--- src/rtl/pit_pkg.sv ---
package pit_pkg;
  localparam int ADDR_W = 5;
  localparam int HALF_W = 16;
  localparam logic [ADDR_W-1:0] A_RLD_LO = 5'h10;
  localparam logic [ADDR_W-1:0] A_RLD_HI = 5'h12;
  localparam logic [ADDR_W-1:0] A_CNT_LO = 5'h14;
  localparam logic [ADDR_W-1:0] A_CNT_HI = 5'h16;
  localparam logic [ADDR_W-1:0] A_CTRL   = 5'h1C;
  localparam logic [ADDR_W-1:0] A_STAT   = 5'h1E;
  localparam int STAT_BIT = 1;
endpackage

--- src/rtl/pit_regs.sv ---
module pit_regs
  import pit_pkg::*;
#(
  parameter int RELOAD_W = 24
) (
  input  logic                clk_i,
  input  logic                rst_ni,
  input  logic                we_i,
  input  logic [ADDR_W-1:0]   addr_i,
  input  logic [HALF_W-1:0]   wdata_i,
  input  logic [RELOAD_W-1:0] cnt_i,
  input  logic                flag_i,
  output logic [RELOAD_W-1:0] reload_o,
  output logic                reload_wr_o,
  output logic                en_o,
  output logic                clr_o,
  output logic [HALF_W-1:0]   rdata_o
);
  localparam int HI_W  = RELOAD_W - HALF_W;
  localparam int PAD_W = HALF_W - HI_W;

  logic [RELOAD_W-1:0] reload_q;
  logic                en_q;
  logic                wr_lo, wr_hi;

  assign wr_lo       = we_i && (addr_i == A_RLD_LO);
  assign wr_hi       = we_i && (addr_i == A_RLD_HI);
  assign reload_wr_o = wr_lo || wr_hi;
  assign clr_o       = we_i && (addr_i == A_STAT) && wdata_i[STAT_BIT];

  always_ff @(posedge clk_i or negedge rst_ni) begin
    if (!rst_ni) begin
      reload_q <= '0;
      en_q     <= 1'b0;
    end else begin
      if (wr_lo) reload_q[HALF_W-1:0] <= wdata_i;
      if (wr_hi) reload_q[RELOAD_W-1:HALF_W] <= wdata_i[HI_W-1:0];
      if (we_i && (addr_i == A_CTRL)) en_q <= wdata_i[0];
    end
  end

  assign reload_o = reload_q;
  assign en_o     = en_q;

  always_comb begin
    rdata_o = '0;
    case (addr_i)
      A_RLD_LO: rdata_o = reload_q[HALF_W-1:0];
      A_RLD_HI: rdata_o = {{PAD_W{1'b0}}, reload_q[RELOAD_W-1:HALF_W]};
      A_CNT_LO: rdata_o = cnt_i[HALF_W-1:0];
      A_CNT_HI: rdata_o = {{PAD_W{1'b0}}, cnt_i[RELOAD_W-1:HALF_W]};
      A_CTRL:   rdata_o = {{(HALF_W-1){1'b0}}, en_q};
      A_STAT:   rdata_o = {{(HALF_W-2){1'b0}}, flag_i, 1'b0};
      default:  rdata_o = '0;
    endcase
  end

  // upper bits of the high halfword stay zero
  a_r2_hi_pad: assert property (@(posedge clk_i) disable iff (!rst_ni)
    (addr_i == A_RLD_HI) |-> (rdata_o[HALF_W-1:HI_W] == '0));
endmodule

--- src/rtl/pit_counter.sv ---
module pit_counter #(
  parameter int RELOAD_W = 24
) (
  input  logic                clk_i,
  input  logic                rst_ni,
  input  logic                tick_i,
  input  logic [RELOAD_W-1:0] reload_i,
  input  logic                reload_wr_i,
  output logic [RELOAD_W-1:0] cnt_o,
  output logic                expire_o
);
  localparam logic [RELOAD_W-1:0] ONE = RELOAD_W'(1);

  logic [RELOAD_W-1:0] cnt_q;
  logic                pend_q;
  logic                run;

  assign run      = (reload_i != '0) && !pend_q;
  assign expire_o = tick_i && run && (cnt_q <= ONE);

  always_ff @(posedge clk_i or negedge rst_ni) begin
    if (!rst_ni) begin
      cnt_q  <= '0;
      pend_q <= 1'b0;
    end else begin
      if (tick_i) begin
        if (pend_q)               cnt_q <= reload_i;
        else if (reload_i == '0)  cnt_q <= '0;
        else if (cnt_q <= ONE)    cnt_q <= reload_i;
        else                      cnt_q <= cnt_q - ONE;
      end
      pend_q <= (pend_q && !tick_i) || reload_wr_i;
    end
  end

  assign cnt_o = cnt_q;

  a_r4_expire_reloads: assert property (@(posedge clk_i) disable iff (!rst_ni)
    expire_o |=> (cnt_q == $past(reload_i)));
  a_r4_cnt_in_range: assert property (@(posedge clk_i) disable iff (!rst_ni)
    run |-> (cnt_q != '0) && (cnt_q <= reload_i));
  a_r5_zero_parks: assert property (@(posedge clk_i) disable iff (!rst_ni)
    (tick_i && !pend_q && (reload_i == '0)) |=> (cnt_q == '0));
  a_r9_hold_no_tick: assert property (@(posedge clk_i) disable iff (!rst_ni)
    !tick_i |=> $stable(cnt_q));
endmodule

--- src/rtl/pit_status.sv ---
module pit_status (
  input  logic clk_i,
  input  logic rst_ni,
  input  logic expire_i,
  input  logic clr_i,
  input  logic en_i,
  output logic flag_o,
  output logic irq_o
);
  logic flag_q;

  // set has priority over a simultaneous clear
  always_ff @(posedge clk_i or negedge rst_ni) begin
    if (!rst_ni)       flag_q <= 1'b0;
    else if (expire_i) flag_q <= 1'b1;
    else if (clr_i)    flag_q <= 1'b0;
  end

  assign flag_o = flag_q;
  assign irq_o  = flag_q && en_i;

  a_r6_set_on_expire: assert property (@(posedge clk_i) disable iff (!rst_ni)
    expire_i |=> flag_q);
  a_r6_w1c_clears: assert property (@(posedge clk_i) disable iff (!rst_ni)
    (clr_i && !expire_i) |=> !flag_q);
  a_r6_sticky: assert property (@(posedge clk_i) disable iff (!rst_ni)
    (flag_q && !clr_i) |=> flag_q);
  a_r8_irq_gated: assert property (@(posedge clk_i) disable iff (!rst_ni)
    irq_o |-> en_i);
endmodule

--- src/rtl/pit_timer.sv ---
module pit_timer
  import pit_pkg::*;
#(
  parameter int RELOAD_W = 24
) (
  input  logic               clk_i,
  input  logic               rst_ni,
  input  logic               tick_i,
  input  logic               we_i,
  input  logic [ADDR_W-1:0]  addr_i,
  input  logic [HALF_W-1:0]  wdata_i,
  output logic [HALF_W-1:0]  rdata_o,
  output logic               irq_o
);
  logic [RELOAD_W-1:0] reload, cnt;
  logic reload_wr, en, clr, flag, expire;

  pit_regs #(.RELOAD_W(RELOAD_W)) u_regs (
    .clk_i(clk_i), .rst_ni(rst_ni), .we_i(we_i), .addr_i(addr_i),
    .wdata_i(wdata_i), .cnt_i(cnt), .flag_i(flag), .reload_o(reload),
    .reload_wr_o(reload_wr), .en_o(en), .clr_o(clr), .rdata_o(rdata_o)
  );

  pit_counter #(.RELOAD_W(RELOAD_W)) u_counter (
    .clk_i(clk_i), .rst_ni(rst_ni), .tick_i(tick_i), .reload_i(reload),
    .reload_wr_i(reload_wr), .cnt_o(cnt), .expire_o(expire)
  );

  pit_status u_status (
    .clk_i(clk_i), .rst_ni(rst_ni), .expire_i(expire), .clr_i(clr),
    .en_i(en), .flag_o(flag), .irq_o(irq_o)
  );

  // expiry beats a same-cycle acknowledge
  a_r7_set_wins: assert property (@(posedge clk_i) disable iff (!rst_ni)
    (expire && clr) |=> flag);
  a_r3_load_after_write: assert property (@(posedge clk_i) disable iff (!rst_ni)
    (reload_wr && !tick_i) |=> (tick_i |=> (cnt == $past(reload))));
endmodule

--- config.mk ---
export PLATFORM = sky130hd
export DESIGN_NAME = pit_timer
export DESIGN_NICKNAME = d
export VERILOG_FILES = /design/src/rtl/pit_pkg.sv /design/src/rtl/pit_regs.sv /design/src/rtl/pit_counter.sv /design/src/rtl/pit_status.sv /design/src/rtl/pit_timer.sv
export SDC_FILE = /design/constraint.sdc
export NUM_CORES = 1
export LEC_CHECK = 0
export BUFFER_PORTS_ARGS = -buffer_cell sky130_fd_sc_hd__buf_2
export CORE_UTILIZATION = 50
export CTS_CLUSTER_SIZE = 40
export DETAILED_ROUTE_END_ITERATION = 8
export PLACE_DENSITY_LB_ADDON = 0.12
export SETUP_SLACK_MARGIN = 0.5
export SLEW_MARGIN = 0
export SYNTH_ARGS = -nofsm -noshare
export SYNTH_HDL_FRONTEND = slang
export SYNTH_SLANG_ARGS = --single-unit
--- constraint.sdc ---
create_clock -name clk_i -period 3.2 [get_ports clk_i]
set_input_delay 0.32 -clock clk_i [delete_from_list [all_inputs] [get_ports clk_i]]
set_output_delay 0.32 -clock clk_i [all_outputs]
set_load 0.02 [all_outputs]
==> impl_metrics.py, run 1 <==
metrics = {
    "grt": {
        "antenna_found_initial": 0,
        "grt_pass1_vias": 2899,
        "track_usage": 0.279,
        "grt_max_degree": 34,
        "grt_pass1_wl_microns": 15100,
        "grt_overflow": 0,
    },
    "status": {
        "status": "finished, final reports clean",
    },
    "yosys": {
        "yosys_warnings": 0,
        "synth_area_sq_um": 3300,
        "synth_largest_area_cell": "dfrtp_1",
        "postSynthCellCount": 351,
        "ys_top_cells_by_area": "dfrtp_1 39%, mux2_2 8.9%, mux2i_1 5.5%, nor4_1 3.2%, nor2_1 3.1%",
        "synth_seq_area_share": 0.387,
        "yosysUniqueCellTypes": 49,
        "synth.net_count": 378,
        "avgSynthCellArea_sq_um": 9.41,
        "yosysTopAreaCellShare": 0.387,
        "synth_seq_cells": 51,
    },
    "die": {
        "dieWidth_microns": 83.3,
        "die_h_microns": 83.3,
        "start_util": 0.520,
        "core_region_area_sq_um": 6350,
        "die_area_sq_um": 6930,
        "num_rows": 29,
        "io_pins": 42,
    },
    "setup_path": {
        "worstPathArrival_ns": 2.86,
        "worstPathRequired_ns": 3.38,
        "critPathLaunchType": "flip-flop",
        "crit_type": "reg2reg",
        "reg2reg_depth": 6,
        "crit_fanout": 6,
        "end_kind": "flip-flop",
    },
    "pwr": {
        "p_comb_frac": 0.287,
        "p_sw_w": 0.000829,
        "intPower_w": 0.00125,
        "clock_power_share": 0.191,
        "swShare": 0.399,
        "power_density_nw_per_um2": 567,
        "pwr-share-seq": 0.522,
        "peakVddDrop_uv": 287,
        "leakage_nw": 1.66,
    },
    "timing": {
        "hold_viol": 0,
        "fin_hold_ws_ns": 0.0602,
        "tightestPinTransition_ns": 0.896,
        "period_needed_ns": 2.68,
        "setup_ws_ns": 0.520,
        "setup_viol": 0,
        "relSlewSlack": 0.403,
        "fin_setup_tns_ns": 0,
        "fin_worst_skew_ns": 0.00810,
        "slew_violations": 0,
        "rsz0062_at_grt": "true",
        "finalCritPeriodShare": 0.837,
        "clock.fmax_ghz": 0.373,
    },
    "clock_tree": {
        "h-tree-depth": 2,
        "cts.reportedPaths.clkPinSlew_ns": 0.11,
        "ctsHoldBuffers": 0,
        "clk_latency_ns": 0.31,
        "cts_sinks": 51,
        "root_buffer": "clkbuf_8",
        "clk_path_buf_depth": 2,
        "cts_buffers": 5,
        "cts_tree": "built",
    },
    "place": {
        "place_inst": 449,
        "pre_cts_slack_ns": 0.363,
        "gp_congestion": 0.883,
        "numPortBuffers": 41,
        "hpwl_microns": 6440,
    },
    "drt": {
        "wl_per_cell_microns": 20.5,
        "ant_nets": 0,
        "drc_errors": 0,
        "drt-total-wl_microns": 9450,
        "drtIter0Drc": 230,
        "viasPerCell": 6.55,
        "first_pass_iters": 5,
        "dr_total_vias": 3024,
    },
    "cells_and_area": {
        "final_common_cell": "dfrtp_1",
        "final_util": 0.578,
        "drive_gt1_frac": 0.281,
        "nets": 411,
        "layout.cells.non_filler": 462,
        "final_cell_mix": "50 x dfrtp_1, 41 x buf_2, 26 x nor2_1, 26 x mux2_2, 19 x nand2_1",
        "n_fill_cell": 597,
        "area_delta_synth_final_pct": 11.1,
        "num_antenna_cells": 0,
    },
    "min_path": {
        "hold_path_class": "in2async",
    },
    "run": {
        "max_cap_violations": 0,
    },
}
-- final cells by class --
cell class / count / area, sq um / area share
timing repair buffer: 50 / 277 / 0.0754
clock buffer: 5 / 68.8 / 0.0188
multi-input combinational: 268 / 1900 / 0.517
tap: 77 / 96.3 / 0.0263
inverter: 8 / 30.0 / 0.00819
clock inverter: 3 / 22.5 / 0.00614
sequential: 51 / 1280 / 0.348
-- power by group through the flow --
| stage | Combinational [W] | Sequential, W | Clock [W] |
|---|---|---|---|
| 2_1_floorplan | 0.000517 | 0.000945 | 0 |
| 3_3_place_gp | 0.000571 | 0.00108 | 0 |
| 3_5_place_dp | 0.000588 | 0.00109 | 0 |
| 4_1_cts | 0.000589 | 0.00107 | 0.000408 |
| 5_1_grt | 0.000672 | 0.00111 | 0.000428 |
| 6_report | 0.000596 | 0.00108 | 0.000397 |
-- per-stage QoR --
stage,power [W],cell area [sq um]
2_1_floorplan,0.00146,3300
3_3_place_gp,0.00165,3520
3_5_place_dp,0.00167,3520
4_1_cts,0.00207,3610
5_1_grt,0.00221,3670
6_report,0.00208,3670
-- registers in the layout, indices dropped and copies added (netlist names) --
name	flops
u_counter.pend_q	1
u_regs.reload_o	24
u_status.flag_o	1
u_counter.cnt_o	24
u_regs.en_o	1
-- worst max-delay path, cell delays in order (launching register included) --
cell and delay, ns:
dfrtp_2 0.46, or4_4 0.56, or4_4 0.47, or4_4 0.60, or3_1 0.33, o21ai_1 0.08, a31oi_1 0.05
-- logic make-up after synthesis --
kind of cell | after synthesis | synth area share
compound gates | 89 | 0.189
flops | 51 | 0.387
fa+ha+maj | 2 | 0.00758
xor+xnor | 14 | 0.0371
simple gates | 117 | 0.189
mux | 44 | 0.143
buf+inv | 34 | 0.0470
-- layer usage --
layer | vias to the layer above | share of wire | track usage
li1 | 1385 | - | -
met1 | 1481 | 0.43 | 0.394
met2 | 138 | 0.47 | 0.441
met3 | 20 | 0.073 | 0.0328
met4 | 0 | 0.021 | 0.102
met5 | - | 0 | 0
-- timing repair --
action	in CTS	in global routing
resized for setup	0	5
hold endpoints to repair	0	0
gates cloned	0	2
endpoints found under the setup margin	10	10
setup buffers	0	3
pin swaps	1	2
-- synth_stat cells (all sizes together) --
cell and number:
mux2 26, or4 6, o2111ai 1, or2 4
mux2i 18, o311ai 3, buf 4, nand3b 1
nor4 18, nand2b 2, a31oi 10, xor2 9
nand4 2, a222oi 2, a22o 8, o31ai 2
o21ai 18, a221oi 2, dfrtp 51, or3 3
nor3b 1, o221ai 3, nand3 6, o22ai 6
a21o 1, a21boi 3, a21oi 15, a211o 1
nor2 27, nor2b 1, o211ai 11, nor3 9
o21a 2, inv 8, xnor2 5, nand2 25
ha 2, and3 11, clkbuf 22, o32ai 1
and2 1
-- final timing paths --
check,start,slack [ns],to
setup / recovery,u_counter.cnt_o[17],0.52,u_counter.cnt_o[2]
hold / removal,rst_ni,0.06,u_counter.cnt_o[22]
setup reg to reg,u_counter.cnt_o[17],0.52,u_counter.cnt_o[2]
hold reg to reg,u_regs.en_o,0.55,u_regs.en_o
max in group asynchronous,rst_ni,2.38,u_counter.cnt_o[2]
min in group clk_i,wdata_i[14],0.23,u_regs.reload_o[14]
Power figures use the tool's default switching activity.
==> run 2, diff against run 1 <==
==> constraint.sdc (replaced) <==
create_clock -name clk_i -period 2.75 [get_ports clk_i]
set_input_delay 0.275 -clock clk_i [delete_from_list [all_inputs] [get_ports clk_i]]
set_output_delay 0.275 -clock clk_i [all_outputs]
set_load 0.02 [all_outputs]
==> run 2 against run 1 <==
Compared with the run above:
- first-iteration DRC count grew 44%
- non-clock buffer count up 22
- clock-buffer cell count rose by 1
- die area is the same
- core utilization rose by 3.8 points
- worst setup slack worse by 0.29 ns
- sequential cell count stayed put
- critical path depth is 4 higher
- clock power is 17% higher
- critical path type unchanged
- largest power group unchanged
==> impl_metrics.py, run 2 (synthesized netlist as in run 1, its figures left out) <==
metrics = {
    "status": {
        "status": "finished, final reports clean",
    },
    "clock_tree": {
        "cts_sinks": 51,
        "clk_path_buf_depth": 2,
        "clk_latency_ns": 0.32,
        "h-tree-depth": 2,
        "root_buffer": "clkbuf_8",
        "cts_buffers": 5,
        "cts.reportedPaths.clkPinSlew_ns": 0.10,
        "cts_tree": "built",
    },
    "grt": {
        "grt_pass1_wl_microns": 15800,
        "grt_max_degree": 26,
        "antenna_found_initial": 0,
        "track_usage": 0.289,
        "grt_pass1_vias": 3000,
        "grt_overflow": 0,
    },
    "pwr": {
        "leakage_nw": 1.78,
        "total_power_w": 0.00254,
        "peakVddDrop_uv": 477,
        "power_density_nw_per_um2": 650,
    },
    "timing": {
        "period_needed_ns": 2.52,
        "finalCritPeriodShare": 0.918,
        "relSlewSlack": 0.546,
        "fin_setup_tns_ns": 0,
        "rsz0062_at_grt": "true",
        "fin_worst_skew_ns": 0.00570,
        "hold_viol": 0,
        "setup_ws_ns": 0.226,
        "clock.fmax_ghz": 0.396,
        "setup_viol": 0,
        "slew_violations": 0,
        "tightestPinTransition_ns": 0.679,
    },
    "drt": {
        "dr_total_vias": 3110,
        "drc_errors": 0,
        "wl_per_cell_microns": 20.2,
        "first_pass_iters": 5,
        "drt-total-wl_microns": 9720,
        "viasPerCell": 6.45,
        "ant_nets": 0,
        "drtIter0Drc": 331,
    },
    "setup_path": {
        "reg2reg_depth": 10,
        "crit_type": "reg2reg",
        "critPathLaunch": "u_counter.cnt_o[19]",
        "worstPathArrival_ns": 2.73,
        "rr_startpoint": "u_counter.cnt_o[19]",
        "end_kind": "flip-flop",
        "crit_fanout": 6,
        "rr_endpoint": "u_counter.cnt_o[1]",
        "worstPathRequired_ns": 2.95,
        "critPathLaunchType": "flip-flop",
        "r2r_slack_ns": 0.23,
    },
    "cells_and_area": {
        "final_common_cell": "dfrtp_1",
        "final_cell_mix": "50 x dfrtp_1, 41 x buf_2, 26 x mux2_2, 25 x nor2_1, 24 x buf_4",
        "layout.cells.non_filler": 482,
        "nets": 431,
        "final_area_sq_um": 3910,
        "num_antenna_cells": 0,
        "area_delta_synth_final_pct": 18.4,
        "drive_gt1_frac": 0.328,
    },
    "die": {
        "core_region_area_sq_um": 6350,
        "io_pins": 42,
        "die_h_microns": 83.3,
        "num_rows": 29,
        "dieWidth_microns": 83.3,
        "die_area_sq_um": 6930,
        "start_util": 0.520,
    },
    "place": {
        "dpl_cell_area_sq_um": 3640,
        "numPortBuffers": 41,
        "place_inst": 462,
        "gp_congestion": 0.895,
        "hpwl_microns": 6620,
        "pre_cts_slack_ns": 0.125,
    },
    "min_path": {
        "min_to": "u_regs.reload_o[12]",
        "hold_path_class": "in2reg",
        "hold_depth": 2,
        "hold_start": "wdata_i[12]",
    },
    "run": {
        "max_cap_violations": 0,
    },
}
[run 2: cell types whose count changed in the layout (fill, tap and decap cells not counted), sizes merged]
cell and delta:
dlygate4sd3 +1, inv -1, clkinvlp +1, clkinv -1
clkbuf +1, buf +21, or4 -2
[run 2: worst max-delay path, cell delays in order (launching register included)]
cell and delay, ns:
dfrtp_1 0.41, or4_4 0.53, or4_4 0.44, buf_4 0.15
buf_6 0.11, nor4_4 0.13, buf_4 0.21, buf_4 0.13
nor4_1 0.04, o221ai_1 0.16, o21ai_1 0.09
[run 2: metal layers]
| layer | vias to the layer above | track usage | part of all wire |
|---|---|---|---|
| li1 | 1426 | - | - |
| met1 | 1528 | 0.418 | 0.44 |
| met2 | 140 | 0.456 | 0.46 |
| met3 | 16 | 0.0437 | 0.075 |
| met4 | 0 | 0.0658 | 0.018 |
| met5 | - | 0 | 0 |
[run 2: cell type report]
| class | count | area (sq um) |
|---|---|---|
| clock buffer | 6 | 72.6 |
| clock inverter | 2 | 16.3 |
| fill | 545 | 2440 |
| inverter | 8 | 30.0 |
| multi-input combinational | 266 | 1940 |
| sequential | 51 | 1280 |
| tap | 77 | 96.3 |
| timing repair buffer | 72 | 472 |
[run 2: repair_timing]
action / in CTS / in global routing
setup buffers: 7 / 4
endpoints found under the setup margin: 25 / 33
pin swaps: 7 / 5
hold buffers: 1 / 0
hold endpoints to repair: 19 / 0
gates resized for setup: 11 / 13
[run 2: through the flow]
step / hold WS, ns / utilization
2_1_floorplan: -0.0206 / -
3_3_place_gp: 0.275 / 0.573
3_5_place_dp: 0.272 / 0.573
4_1_cts: 0.182 / 0.602
5_1_grt: 0.178 / 0.616
6_report: 0.180 / 0.616
[run 2: where the power goes]
| group | internal [W] | total (W) | switching, W |
|---|---|---|---|
| clock | 0.000184 | 0.000463 | 0.000279 |
| sequential | 0.000925 | 0.00124 | 0.000315 |
| combinational | 0.000411 | 0.000837 | 0.000426 |
[run 2: worst max path at each step]
stage                                to  cells after the start
floorplan            u_counter.cnt_o[2]                      7
global placement     u_counter.cnt_o[2]                      6
detailed placement   u_counter.cnt_o[9]                      6
CTS                 u_counter.cnt_o[14]                      7
global route         u_counter.cnt_o[1]                     10
finish               u_counter.cnt_o[1]                     10
==> run 3, diff against run 2 <==
--- a/config.mk
+++ b/config.mk
@@ -5,10 +5,12 @@
 export SDC_FILE = /design/constraint.sdc
 export NUM_CORES = 1
 export LEC_CHECK = 0
-export BUFFER_PORTS_ARGS = -buffer_cell sky130_fd_sc_hd__buf_2
+export ABC_CLOCK_PERIOD_IN_PS = 2750
+export BUFFER_PORTS_ARGS = -buffer_cell sky130_fd_sc_hd__buf_4
 export CORE_UTILIZATION = 50
 export CTS_CLUSTER_SIZE = 40
 export DETAILED_ROUTE_END_ITERATION = 8
+export MAX_ROUTING_LAYER = met4
 export PLACE_DENSITY_LB_ADDON = 0.12
 export SETUP_SLACK_MARGIN = 0.5
 export SLEW_MARGIN = 0
==> run 3 against run 2 <==
Compared with the run above:
- the flow now finishes with violations (hold timing)
- worst setup slack worse by 0.061 ns
- clock-buffer cell count stayed put
- clock power is 1% lower
- die area stayed put
- register-to-register slack worse by 0.06 ns
- sequential power hardly changed
- sequential cell count stayed put
- maximum frequency is 2.4% lower
- sequential share of layout area is 0.22 points lower
- global-route usage is 1.6 points higher
- worst hold slack worse by 0.19 ns
- critical path type unchanged
- critical endpoint unchanged
- highest routed layer unchanged
==> impl_metrics.py, run 3 (synthesized netlist as in run 1, its figures left out) <==
metrics = {
    "min_path": {
        "hold_path_class": "in2async",
    },
    "grt": {
        "track_usage": 0.305,
        "antenna_found_initial": 0,
        "grt_pass1_wl_microns": 16200,
        "grt_max_degree": 52,
        "grt_pass1_vias": 3047,
        "grt_overflow": 0,
    },
    "setup_path": {
        "critical-path-top-delay-family": "simple AND/OR/NAND/NOR gates",
        "worstPathArrival_ns": 2.82,
        "crit_top_cell": "or4_4",
        "max_stage_delay_ns": 0.55,
        "end_kind": "flip-flop",
        "critPathLaunch": "u_counter.cnt_o[17]",
        "critPathLaunchType": "flip-flop",
        "crit_fanout": 6,
        "path_cells": "or4_4 -> or4_4 -> or4_4 -> buf_6 -> a21boi_1 -> o221ai_1 -> o21ai_1",
        "crit_buf_inv": 1,
        "rr_startpoint": "u_counter.cnt_o[17]",
        "critPathSlowestCell": "or4_4",
        "worstPathRequired_ns": 2.98,
        "crit_type": "reg2reg",
    },
    "cells_and_area": {
        "final_common_cell": "buf_4",
        "multi_input_area_sq_um": 1940,
        "layout.area.seq_sq_um": 1280,
        "drive_gt1_frac": 0.317,
        "n_fill_cell": 523,
        "final_area_sq_um": 3930,
        "num_antenna_cells": 0,
        "nets": 427,
        "area_delta_synth_final_pct": 19.1,
        "final_cell_mix": "63 x buf_4, 51 x dfrtp_1, 26 x mux2_2, 25 x nor2_1, 19 x nand2_1",
    },
    "place": {
        "gp_congestion": 0.911,
        "hpwl_microns": 6480,
        "dpl_cell_area_sq_um": 3720,
        "numPortBuffers": 41,
    },
    "timing": {
        "rsz0062_at_grt": "true",
        "hold_viol": 17,
        "setup_viol": 0,
        "finalCritPeriodShare": 0.940,
        "slew_violations": 0,
        "tightestPinTransition_ns": 0.669,
        "clock.fmax_ghz": 0.387,
        "fin_worst_skew_ns": 0.0125,
        "fin_setup_tns_ns": 0,
        "fin_hold_ws_ns": -0.0147,
        "relSlewSlack": 0.554,
        "period_needed_ns": 2.59,
    },
    "pwr": {
        "power_density_nw_per_um2": 646,
        "peakVddDrop_uv": 491,
        "leakage_nw": 1.76,
    },
    "die": {
        "start_util": 0.520,
        "die_area_sq_um": 6930,
        "io_pins": 42,
        "die_h_microns": 83.3,
        "dieWidth_microns": 83.3,
        "num_rows": 29,
        "core_region_area_sq_um": 6350,
    },
    "drt": {
        "wl_per_cell_microns": 20.3,
        "ant_nets": 0,
        "dr_total_vias": 3118,
        "viasPerCell": 6.52,
        "drtIter0Drc": 398,
        "first_pass_iters": 5,
        "drc_errors": 0,
        "drt-total-wl_microns": 9690,
    },
    "clock_tree": {
        "h-tree-depth": 2,
        "cts_buffers": 5,
        "cts.reportedPaths.clkPinSlew_ns": 0.11,
        "ctsHoldBuffers": 0,
        "cts_tree": "built",
        "cts_sinks": 51,
        "clk_path_buf_depth": 2,
        "root_buffer": "clkbuf_8",
        "clk_latency_ns": 0.31,
    },
    "status": {
        "status": "finished, violations left",
        "violations": "hold timing",
    },
    "run": {
        "max_cap_violations": 0,
    },
}
run 3: metal layers:
layer  routed length, microns  track usage
met1                     4230        0.422
met2                     4520        0.463
met3                      765       0.0537
met4                      174       0.0831
met5                        0            -
run 3: per-stage QoR:
step	util	hold slack, ns	worst slack (ns)	power (W)	instances
floorplan	-	-0.0206	0.190	0.00171	351
global placement	0.586	0.353	0.104	0.00200	461
detailed placement	0.586	0.355	0.0789	0.00203	461
CTS	0.615	0.0165	0.0840	0.00251	476
global route	0.619	0.0410	0.0814	0.00269	478
finish	0.619	-0.0147	0.165	0.00254	478
run 3: final timing paths:
check	to	slack, ns	cells after the start
worst max register to register	u_counter.cnt_o[1]	0.16	7
max in group asynchronous	u_status.flag_o	2.31	1
min in group clk_i	u_regs.reload_o[10]	0.19	2
worst min register to register	u_regs.en_o	0.56	1
worst min-delay path	u_counter.cnt_o[6]	-0.01	1
worst max-delay path	u_counter.cnt_o[1]	0.16	7
run 3: what timing repair did:
action | CTS | global route
gates resized for setup | 12 | 4
cloned | 2 | 1
pin swaps | 9 | 3
buffers inserted | 5 | 1
setup endpoints to repair | 25 | 33
run 3: where the power goes:
group          total (W)  leakage (nW)  switching, W  internal [W]
combinational   0.000867          1.07      0.000444      0.000424
clock           0.000457        0.0418      0.000274      0.000184
sequential       0.00122         0.642      0.000293      0.000923
total            0.00254          1.76       0.00101       0.00153
run 3: cell type report:
class	instances	share of cell area
Clock buffer	6	0.0185
Timing Repair Buffer	66	0.127
Inverter	8	0.00764
Sequential cell	51	0.325
Tap cell	77	0.0245
Clock inverter	2	0.00414
Multi-Input combinational cell	268	0.493
